### src/rtl/irq_msg_pkg.sv
package irq_msg_pkg;
  typedef enum logic [2:0] {
    REG_TGT_A  = 3'd0,
    REG_TGT_B  = 3'd1,
    REG_MASK   = 3'd2,
    REG_SEL    = 3'd3,
    REG_PEND   = 3'd4,
    REG_VIEW_A = 3'd5,
    REG_VIEW_B = 3'd6,
    REG_LIVE   = 3'd7
  } reg_idx_e;

  localparam int unsigned REG_AW = 3;
endpackage

### src/rtl/irq_msg_capture.sv
module irq_msg_capture #(
  parameter int unsigned NUM_IRQ = 11
) (
  input  logic               clk_i,
  input  logic               rst_ni,
  input  logic [NUM_IRQ-1:0] irq_i,
  input  logic [NUM_IRQ-1:0] req_clr_i,
  input  logic               pend_clr_i,
  output logic [NUM_IRQ-1:0] live_o,
  output logic [NUM_IRQ-1:0] req_o,
  output logic [NUM_IRQ-1:0] pend_o
);
  logic [NUM_IRQ-1:0] live_q, req_q, pend_q, rise;

  assign rise = irq_i & ~live_q;

  always_ff @(posedge clk_i or negedge rst_ni) begin
    if (!rst_ni) begin
      live_q <= '0;
      req_q  <= '0;
      pend_q <= '0;
    end else begin
      live_q <= irq_i;
      req_q  <= (req_q & ~req_clr_i) | rise;
      pend_q <= (pend_clr_i ? '0 : pend_q) | rise;
    end
  end

  assign live_o = live_q;
  assign req_o  = req_q;
  assign pend_o = pend_q;


  live_rise_queues_chk: assert property (@(posedge clk_i) disable iff (!rst_ni)
    ((live_q & ~$past(live_q)) & ~req_q) == '0);


  pend_clear_chk: assert property (@(posedge clk_i) disable iff (!rst_ni)
    (pend_clr_i && (rise == '0)) |=> (pend_q == '0));
endmodule

### src/rtl/irq_msg_sender.sv
module irq_msg_sender #(
  parameter int unsigned NUM_IRQ = 11,
  parameter int unsigned ADDR_W  = 32,
  parameter int unsigned OFFS_W  = 5
) (
  input  logic               clk_i,
  input  logic               rst_ni,
  input  logic [NUM_IRQ-1:0] req_i,
  input  logic [NUM_IRQ-1:0] sel_i,
  input  logic [ADDR_W-1:0]  tgt_a_i,
  input  logic [ADDR_W-1:0]  tgt_b_i,
  output logic [NUM_IRQ-1:0] clr_o,
  output logic               msg_req_o,
  output logic [ADDR_W-1:0]  msg_addr_o,
  output logic [ADDR_W-1:0]  msg_data_o,
  input  logic               msg_ack_i
);
  localparam int unsigned HI_W = ADDR_W - OFFS_W;

  logic               busy_q;
  logic [ADDR_W-1:0]  addr_q, data_q, tgt;
  logic [NUM_IRQ-1:0] grant;
  logic               launch;

  // lowest set bit wins
  assign grant  = req_i & (~req_i + NUM_IRQ'(1));
  assign launch = !busy_q && (req_i != '0);
  assign clr_o  = launch ? grant : '0;
  assign tgt    = ((grant & sel_i) != '0) ? tgt_b_i : tgt_a_i;

  always_ff @(posedge clk_i or negedge rst_ni) begin
    if (!rst_ni) begin
      busy_q <= 1'b0;
      addr_q <= '0;
      data_q <= '0;
    end else if (launch) begin
      busy_q <= 1'b1;
      addr_q <= {tgt[ADDR_W-1:OFFS_W], {OFFS_W{1'b0}}};
      data_q <= {{HI_W{1'b0}}, tgt[OFFS_W-1:0]};
    end else if (busy_q && msg_ack_i) begin
      busy_q <= 1'b0;
    end
  end

  assign msg_req_o  = busy_q;
  assign msg_addr_o = addr_q;
  assign msg_data_o = data_q;


  msg_hold_chk: assert property (@(posedge clk_i) disable iff (!rst_ni)
    (msg_req_o && !msg_ack_i) |=> (msg_req_o && $stable(msg_addr_o) && $stable(msg_data_o)));


  msg_drop_chk: assert property (@(posedge clk_i) disable iff (!rst_ni)
    (msg_req_o && msg_ack_i) |=> !msg_req_o);


  msg_cause_chk: assert property (@(posedge clk_i) disable iff (!rst_ni)
    $rose(msg_req_o) |-> ($past(req_i) != '0));


  grant_onehot_chk: assert property (@(posedge clk_i) disable iff (!rst_ni)
    $onehot0(clr_o));
endmodule

### src/rtl/irq_msg_regs.sv
module irq_msg_regs
  import irq_msg_pkg::*;
#(
  parameter int unsigned NUM_IRQ  = 11,
  parameter int unsigned ADDR_W   = 32,
  parameter logic [31:0] CPU_BASE = 32'hFFFE_0000
) (
  input  logic               clk_i,
  input  logic               rst_ni,
  input  logic               reg_req_i,
  input  logic               reg_we_i,
  input  logic [REG_AW-1:0]  reg_addr_i,
  input  logic [ADDR_W-1:0]  reg_wdata_i,
  output logic               reg_ack_o,
  output logic [ADDR_W-1:0]  reg_rdata_o,
  input  logic [NUM_IRQ-1:0] live_i,
  input  logic [NUM_IRQ-1:0] pend_i,
  output logic               pend_clr_o,
  output logic [NUM_IRQ-1:0] mask_o,
  output logic [NUM_IRQ-1:0] sel_o,
  output logic [ADDR_W-1:0]  tgt_a_o,
  output logic [ADDR_W-1:0]  tgt_b_o
);
  localparam int unsigned PAD = ADDR_W - NUM_IRQ;
  localparam logic [ADDR_W-1:0] TGT_RST = ADDR_W'(CPU_BASE + 32'd3);

  logic [ADDR_W-1:0]  tgt_a_q, tgt_b_q, rd, rdata_q;
  logic [NUM_IRQ-1:0] mask_q, sel_q;
  logic               ack_q, wr;

  assign wr         = reg_req_i && reg_we_i;
  assign pend_clr_o = reg_req_i && (reg_addr_i == REG_PEND);

  always_ff @(posedge clk_i or negedge rst_ni) begin
    if (!rst_ni) begin
      tgt_a_q <= TGT_RST;
      tgt_b_q <= TGT_RST;
      mask_q  <= '0;
      sel_q   <= '0;
    end else if (wr) begin
      case (reg_idx_e'(reg_addr_i))
        REG_TGT_A: tgt_a_q <= reg_wdata_i;
        REG_TGT_B: tgt_b_q <= reg_wdata_i;
        REG_MASK:  mask_q  <= reg_wdata_i[NUM_IRQ-1:0];
        REG_SEL:   sel_q   <= reg_wdata_i[NUM_IRQ-1:0];
        default: ;
      endcase
    end
  end

  always_comb begin
    case (reg_idx_e'(reg_addr_i))
      REG_TGT_A:  rd = tgt_a_q;
      REG_TGT_B:  rd = tgt_b_q;
      REG_MASK:   rd = {{PAD{1'b0}}, mask_q};
      REG_SEL:    rd = {{PAD{1'b0}}, sel_q};
      REG_PEND:   rd = {{PAD{1'b0}}, pend_i};
      REG_VIEW_A: rd = {{PAD{1'b0}}, live_i & mask_q & ~sel_q};
      REG_VIEW_B: rd = {{PAD{1'b0}}, live_i & mask_q & sel_q};
      default:    rd = {{PAD{1'b0}}, live_i};
    endcase
  end

  always_ff @(posedge clk_i or negedge rst_ni) begin
    if (!rst_ni) begin
      ack_q   <= 1'b0;
      rdata_q <= '0;
    end else begin
      ack_q   <= reg_req_i;
      rdata_q <= (reg_req_i && !reg_we_i) ? rd : '0;
    end
  end

  assign reg_ack_o   = ack_q;
  assign reg_rdata_o = rdata_q;
  assign mask_o      = mask_q;
  assign sel_o       = sel_q;
  assign tgt_a_o     = tgt_a_q;
  assign tgt_b_o     = tgt_b_q;


  reg_ack_chk: assert property (@(posedge clk_i) disable iff (!rst_ni)
    reg_req_i |=> reg_ack_o);


  ro_write_chk: assert property (@(posedge clk_i) disable iff (!rst_ni)
    (wr && reg_addr_i >= REG_VIEW_A) |=>
      ($stable(mask_q) && $stable(sel_q) && $stable(tgt_a_q) && $stable(tgt_b_q)));


  view_a_chk: assert property (@(posedge clk_i) disable iff (!rst_ni)
    (reg_req_i && !reg_we_i && reg_addr_i == REG_VIEW_A) |=>
      ((reg_rdata_o & ~{{PAD{1'b0}}, $past(mask_q & ~sel_q)}) == '0));


  view_b_chk: assert property (@(posedge clk_i) disable iff (!rst_ni)
    (reg_req_i && !reg_we_i && reg_addr_i == REG_VIEW_B) |=>
      ((reg_rdata_o & ~{{PAD{1'b0}}, $past(mask_q & sel_q)}) == '0));
endmodule

### src/rtl/irq_msg_ctrl.sv
module irq_msg_ctrl
  import irq_msg_pkg::*;
#(
  parameter int unsigned NUM_IRQ  = 11,
  parameter int unsigned ADDR_W   = 32,
  parameter int unsigned OFFS_W   = 5,
  parameter logic [31:0] CPU_BASE = 32'hFFFE_0000
) (
  input  logic               clk_i,
  input  logic               rst_ni,
  input  logic [NUM_IRQ-1:0] irq_i,
  input  logic               reg_req_i,
  input  logic               reg_we_i,
  input  logic [REG_AW-1:0]  reg_addr_i,
  input  logic [ADDR_W-1:0]  reg_wdata_i,
  output logic               reg_ack_o,
  output logic [ADDR_W-1:0]  reg_rdata_o,
  output logic               msg_req_o,
  output logic [ADDR_W-1:0]  msg_addr_o,
  output logic [ADDR_W-1:0]  msg_data_o,
  input  logic               msg_ack_i
);
  logic [NUM_IRQ-1:0] live, req, pend, clr, mask, sel;
  logic [ADDR_W-1:0]  tgt_a, tgt_b;
  logic               pend_clr;

  irq_msg_capture #(.NUM_IRQ(NUM_IRQ)) u_capture (
    .clk_i      (clk_i),
    .rst_ni     (rst_ni),
    .irq_i      (irq_i),
    .req_clr_i  (clr),
    .pend_clr_i (pend_clr),
    .live_o     (live),
    .req_o      (req),
    .pend_o     (pend)
  );

  irq_msg_sender #(.NUM_IRQ(NUM_IRQ), .ADDR_W(ADDR_W), .OFFS_W(OFFS_W)) u_sender (
    .clk_i      (clk_i),
    .rst_ni     (rst_ni),
    .req_i      (req),
    .sel_i      (sel),
    .tgt_a_i    (tgt_a),
    .tgt_b_i    (tgt_b),
    .clr_o      (clr),
    .msg_req_o  (msg_req_o),
    .msg_addr_o (msg_addr_o),
    .msg_data_o (msg_data_o),
    .msg_ack_i  (msg_ack_i)
  );

  irq_msg_regs #(.NUM_IRQ(NUM_IRQ), .ADDR_W(ADDR_W), .CPU_BASE(CPU_BASE)) u_regs (
    .clk_i       (clk_i),
    .rst_ni      (rst_ni),
    .reg_req_i   (reg_req_i),
    .reg_we_i    (reg_we_i),
    .reg_addr_i  (reg_addr_i),
    .reg_wdata_i (reg_wdata_i),
    .reg_ack_o   (reg_ack_o),
    .reg_rdata_o (reg_rdata_o),
    .live_i      (live),
    .pend_i      (pend),
    .pend_clr_o  (pend_clr),
    .mask_o      (mask),
    .sel_o       (sel),
    .tgt_a_o     (tgt_a),
    .tgt_b_o     (tgt_b)
  );


  msg_split_chk: assert property (@(posedge clk_i) disable iff (!rst_ni)
    msg_req_o |-> ((msg_addr_o[OFFS_W-1:0] == '0) && (msg_data_o[ADDR_W-1:OFFS_W] == '0)));


  fall_quiet_chk: assert property (@(posedge clk_i) disable iff (!rst_ni)
    ($rose(msg_req_o)) |-> ($past(req) != '0));
endmodule

### config.mk
export PLATFORM = sky130hd
export DESIGN_NAME = irq_msg_ctrl
export DESIGN_NICKNAME = d
export VERILOG_FILES = /design/src/rtl/irq_msg_pkg.sv /design/src/rtl/irq_msg_capture.sv /design/src/rtl/irq_msg_sender.sv /design/src/rtl/irq_msg_regs.sv /design/src/rtl/irq_msg_ctrl.sv
export SDC_FILE = /design/constraint.sdc
export NUM_CORES = 1
export LEC_CHECK = 0
export BUFFER_PORTS_ARGS = -buffer_cell sky130_fd_sc_hd__clkbuf_2
export CORE_MARGIN = 5
export CORE_UTILIZATION = 45
export DETAILED_ROUTE_END_ITERATION = 16
export PLACE_DENSITY = 0.66
export SETUP_SLACK_MARGIN = 0.05
export SYNTH_ARGS = -nofsm -noshare
export SYNTH_HDL_FRONTEND = slang
export SYNTH_SLANG_ARGS = --single-unit
### constraint.sdc
create_clock -name clk_i -period 2.95 [get_ports clk_i]
set_input_delay 0.295 -clock clk_i [delete_from_list [all_inputs] [get_ports clk_i]]
set_output_delay 0.295 -clock clk_i [all_outputs]
set_load 0.02 [all_outputs]
Word level (Yosys, flattened, before mapping)
Index checks and enable logic that the tools add are counted.
Word-level totals
  memories: 0
  bits in writable memories: 0
  input bits: 51
  register bits after elaboration: 185
  output and inout port bits: 98
  bits in read-only memories: 0
  logic and storage cells: 54
  latch bits: 0
Cells by class
  multiplexer cells: 7
  magnitude comparators: 0
  multipliers: 0
  shift-type cells: 0
  div/mod/pow operators: 0
  equal/unequal tests: 6
  bitwise operators: 13
  reduce and logical (&&, ||, !) cells: 15
  add/sub/neg operators: 1
Operators by type and width (count)
  $pmux 32 s7: 1
  $and 11x11->11: 7
  $mux 32: 2
  $not 11->11: 4
  $mux 11: 2
  $or 11x11->11: 2
  $reduce_bool 11->1: 2
  $add 11x1->11 const B: 1
  $eq 3x3->1 const B: 3
  $reduce_and 2->1: 4
  $eq 3x2->1 const B: 2
  $logic_and 1x1->1: 5
  $eq 3x1->1 const B: 1
  $logic_not 3->1: 1
  $logic_not 1->1: 2
  $mux 1: 2
  $reduce_bool 2->1: 1

Logic depth before layout (Yosys ltp)
  word-level depth: 7
  mapped depth: 8
  gate-level depth less buffers: 5

By module
Synthesis repeated with hierarchy kept, for this count alone.
Second synthesis, totals
  cells, all modules: 734
  area, all modules: 8484.4 um2
By module, submodules not included
  irq_msg_regs: times used 1, cells each 390, area each 5198.7 um2
  irq_msg_sender: times used 1, cells each 255, area each 2149.6 um2
  irq_msg_capture: times used 1, cells each 89, area each 1136.1 um2

Worst setup path before layout
Ideal clock, no wire load.
  path type: register -> register
  start: reg u_capture.req_q[6] (netlist: u_capture.req_o[6])
  end: reg u_sender.addr_q[26] (netlist: u_sender.msg_addr_o[26])
  clock period less this slack: 2.083 ns
  arrival time: 1.957 ns
  setup slack: 0.867 ns
  cell stages (with the launch flop): 7
  cell sequence: dfrtp_1 or4_4 o41a_1 buf_6 buf_6 and2_0 a221o_1
Between the ends
  word-level cells in the longest chain between the ends: 6
  elaborated cells on any way between the ends: 8
RTL lines
  start: declaration: line irq_msg_capture.sv:13  | logic [NUM_IRQ-1:0] live_q, req_q, pend_q, rise;
  start signal: assignment: line irq_msg_capture.sv:24  | req_q <= (req_q & ~req_clr_i) | rise;
  $not 11->11: line irq_msg_sender.sv:26  | assign grant = req_i & (~req_i + NUM_IRQ'(1));
  $add 11x1->11: line irq_msg_sender.sv:26
  $and 11x11->11: line irq_msg_sender.sv:26
  $and 11x11->11: line irq_msg_sender.sv:29  | assign tgt = ((grant & sel_i) != '0) ? tgt_b_i : tgt_a_i;
  $reduce_bool 11->1: line irq_msg_sender.sv:29
  $mux 32: line irq_msg_sender.sv:29
  end signal: assignment: line irq_msg_sender.sv:38  | addr_q <= {tgt[ADDR_W-1:OFFS_W], {OFFS_W{1'b0}}};
  end: declaration: line irq_msg_sender.sv:21  | logic [ADDR_W-1:0] addr_q, data_q, tgt;
Parallel ways exist; a longest one is shown, timed or not.
A chain may end at the register's enable or synchronous reset.

Final worst setup path
  start: reg u_capture.req_q[6] (netlist: u_capture.req_o[6])
  end: reg u_sender.addr_q[12] (netlist: u_sender.msg_addr_o[12])
The elaborated chain is that of the path after synthesis.

==> results.py <==
metrics = {
    "outcome": {
        "status": "finished, final reports clean",
    },
    "clock_network": {
        "clock-sinks": 185,
        "cts_root_buf": "clkbuf_16",
        "cts_resized": 0,
        "clock_latency_ns": 0.43,
        "post_cts_buffers": 0,
        "cts_max_level": 4,
        "cts_buffers": 17,
        "ctsHoldBuffers": 7,
        "clk_pin_slew_ns": 0.06,
        "cts_max_path_buffers": 2,
        "cts_tree": "built",
    },
    "sta": {
        "slew-limit-headroom_pct": 41.30,
        "skew_ns": 0.01096,
        "slew_violations": 0,
        "fin_crit_ns": 2.530,
        "fin_crit_sh_pct": 85.77,
        "fin_setup_tns_ns": 0,
        "worstMarginPinSlew_ns": 0.8805,
        "rsz0062_at_grt": "false",
        "setup_ws_ns": 0.4196,
        "fmax_mhz": 395.2,
        "worst_hold_slack_ns": 0.009353,
        "final_hold_viol_count": 0,
        "setup_viol": 0,
    },
    "cells_and_area": {
        "final_area_um2": 9834,
        "layout_common_cells": "dfrtp_1, clkbuf_2, nand2_1, mux2_2, nor2_1",
        "nFillCells": 1685,
        "antennaDiodeCount": 0,
        "area_delta_synth_final_pct": 16.65,
        "final_layout_size_suffix_gt1_share_pct": 33.64,
        "nets": 909,
        "layout_commonest_cell": "dfrtp_1",
    },
    "routing": {
        "drt-met1-wl_um": 9166,
        "ant_nets": 0,
        "highest_layer": "met4",
        "drt-pass1-iter-count": 6,
        "drt-total-wl_um": 21120,
        "wl_met2_um": 10440,
        "wl_per_cell_um": 19.11,
        "via_count": 6153,
        "drc": 0,
        "via_per_inst": 5.568,
        "wl_met3_um": 1194,
        "drtIter0Drc": 478,
    },
    "setup_path": {
        "cp_slowest_cell": "o41a_2",
        "endpoint_kind": "register",
        "critPathArrivalTime_ns": 2.84,
        "required_ns": 3.26,
        "critPathTopFamily": "compound AO/OA/AOI/OAI gates",
        "start_kind": "register",
        "crit_buf_inv": 0,
        "cp_max_fo": 49,
        "critPathMaxStageDelay_ns": 0.75,
        "crit_type": "reg -> reg",
        "path_cells": "or4_4, o41a_2, and2_1, a221o_1",
    },
    "global_route": {
        "grt_antenna_before_repair": 0,
        "grt_pass1_wl_um": 33910,
        "overflow": 0,
        "grt_max_degree": 72,
        "first_global_vias": 6196,
        "track_usage_pct": 19.91,
    },
    "die": {
        "dieArea_um2": 21570,
        "core.rowCount": 50,
        "initial_core_util_pct": 45.37,
        "io_pins": 149,
        "die_x_um": 146.9,
        "die_h_um": 146.9,
        "core_area_um2": 18580,
    },
    "pwr": {
        "p_int_uw": 5382,
        "pwr-share-comb_pct": 27.0,
        "p_leak_uw": 0.004381,
        "vdd.ir_drop.worst_mv": 0.5542,
        "swShare_pct": 33.01,
        "power_uw": 8033,
        "clkPwrFrac_pct": 28.4,
        "p_per_area_nw_per_um2": 816.9,
        "p_switching_uw": 2652,
        "p_seq_share_pct": 44.6,
    },
    "yosys": {
        "syn_avg_cell_area_um2": 11.35,
        "synth_seq_cells": 185,
        "synth_cell_types": 47,
        "ys_warn_count": 0,
        "synthArstFlopShare_pct": 100.0,
        "ys.flop_type": "dfrtp_1",
        "synth_cells": 743,
        "ys_seq_area_share_pct": 55.42,
        "synth_edf_count": 0,
        "synth_area_um2": 8431,
    },
    "min_path": {
        "min_path_type": "in -> reg",
    },
    "flow_run": {
        "drv_cap": 0,
    },
    "place": {
        "place.gp.congestion": 0.8539,
        "dp_slack_ns": 0.4233,
        "portBuffers": 116,
        "dp_hpwl_um": 13920,
        "place_area_um2": 9175,
    },
}
## synth_stat cells (all sizes together), types with 2 or more instances
| cell type | instances | share of area, % |
|---|---|---|
| a211oi | 2 | 0.18 |
| a21oi | 24 | 1.6 |
| a221o | 22 | 2.6 |
| a22o | 2 | 0.21 |
| a22oi | 21 | 1.9 |
| a31oi | 6 | 0.45 |
| and2 | 22 | 1.6 |
| and3 | 3 | 0.22 |
| buf | 55 | 4.6 |
| clkbuf | 30 | 1.3 |
| dfrtp | 151 | 45 |
| dfstp | 34 | 11 |
| inv | 4 | 0.18 |
| mux2 | 90 | 12 |
| mux2i | 6 | 0.71 |
| nand2 | 100 | 4.5 |
| nand2b | 13 | 0.96 |
| nand3 | 2 | 0.12 |
| nand3b | 2 | 0.18 |
| nor2 | 36 | 1.6 |
| nor2b | 7 | 0.52 |
| nor3 | 3 | 0.18 |
| nor3b | 6 | 0.53 |
| nor4 | 21 | 1.6 |
| o211ai | 11 | 0.98 |
| o21ai | 27 | 1.6 |
| o221ai | 10 | 1.0 |
| o22a | 5 | 0.52 |
| o311ai | 11 | 1.1 |
| o31ai | 4 | 0.42 |
| or2 | 2 | 0.15 |
| or3 | 4 | 0.30 |
## cell families (layout without fill, tap and decap cells)
family	Yosys count	in the layout	share of synthesized area [%]
buffers and inverters	89	186	6.144
other	1	32	0.04448
multiplexers	96	96	12.73
AND/OR/NAND/NOR	224	224	12.72
flip-flops	185	185	55.42
AO/OA/AOI/OAI	148	148	12.94
## power by group through the flow
stage | clock [uW] | sequential, uW | combinational [uW]
6_report | 2280 | 3590 | 2170
3_5_place_dp | 0 | 3620 | 2190
4_1_cts | 2330 | 3580 | 2190
5_1_grt | 2430 | 3660 | 2390
2_1_floorplan | 0 | 3740 | 1350
3_3_place_gp | 0 | 3620 | 2130
## metal layers
metal	vias up	track usage, %
met5	-	0
met3	27	4.133
met1	3081	26.76
met4	0	6.585
met2	201	32.40
li1	2844	-
## metrics by stage
stage          utilization [%]  cells
6_report                 52.93   1105
5_1_grt                  52.93   1105
4_1_cts                  52.93   1105
3_5_place_dp             49.38   1066
3_3_place_gp             49.38   1066
2_1_floorplan                -    774
## cell type report
class / count / area (um^2) / share of cell area (%)
flip-flops and latches: 185 / 4672 / 47.51
multi-input cells: 500 / 3381 / 34.38
repair buffers: 150 / 884.6 / 8.995
clock buffers: 27 / 503.0 / 5.115
well taps: 234 / 292.8 / 2.977
clock inverters: 5 / 86.33 / 0.8779
inverters: 4 / 15.01 / 0.1527
## sequential cells by signal (all words and copies together) (netlist names)
| register | count |
|---|---|
| u_regs.sel_o | 11 |
| u_capture.live_o | 11 |
| u_capture.pend_o | 11 |
| u_regs.reg_rdata_o | 32 |
| u_regs.reg_ack_o | 1 |
| u_sender.msg_data_o | 5 |
| u_capture.req_o | 11 |
| u_sender.msg_addr_o | 27 |
| u_sender.msg_req_o | 1 |
| u_regs.tgt_b_o | 32 |
| u_regs.tgt_a_o | 32 |
| u_regs.mask_o | 11 |
## worst paths after layout
check | startpoint | end | slack, ns | depth (start not counted)
min in group asynchronous | rst_ni | u_regs.reg_rdata_o[28]$_DFF_PN0_ | 0.44 | 2
max in group asynchronous | rst_ni | u_regs.tgt_b_o[20]$_DFFE_PN1P_ | 1.63 | 3
setup / recovery | u_capture.req_o[6]$_DFF_PN0_ | u_sender.msg_addr_o[12]$_DFFE_PN0P_ | 0.42 | 4
hold / removal | irq_i[3] | u_capture.live_o[3]$_DFF_PN0_ | 0.009 | 1
setup reg to reg | u_capture.req_o[6]$_DFF_PN0_ | u_sender.msg_addr_o[12]$_DFFE_PN0P_ | 0.42 | 4
hold reg to reg | u_capture.pend_o[2]$_DFF_PN0_ | u_capture.pend_o[2]$_DFF_PN0_ | 0.48 | 2
Note: power is estimated with default switching activity, not from simulation.
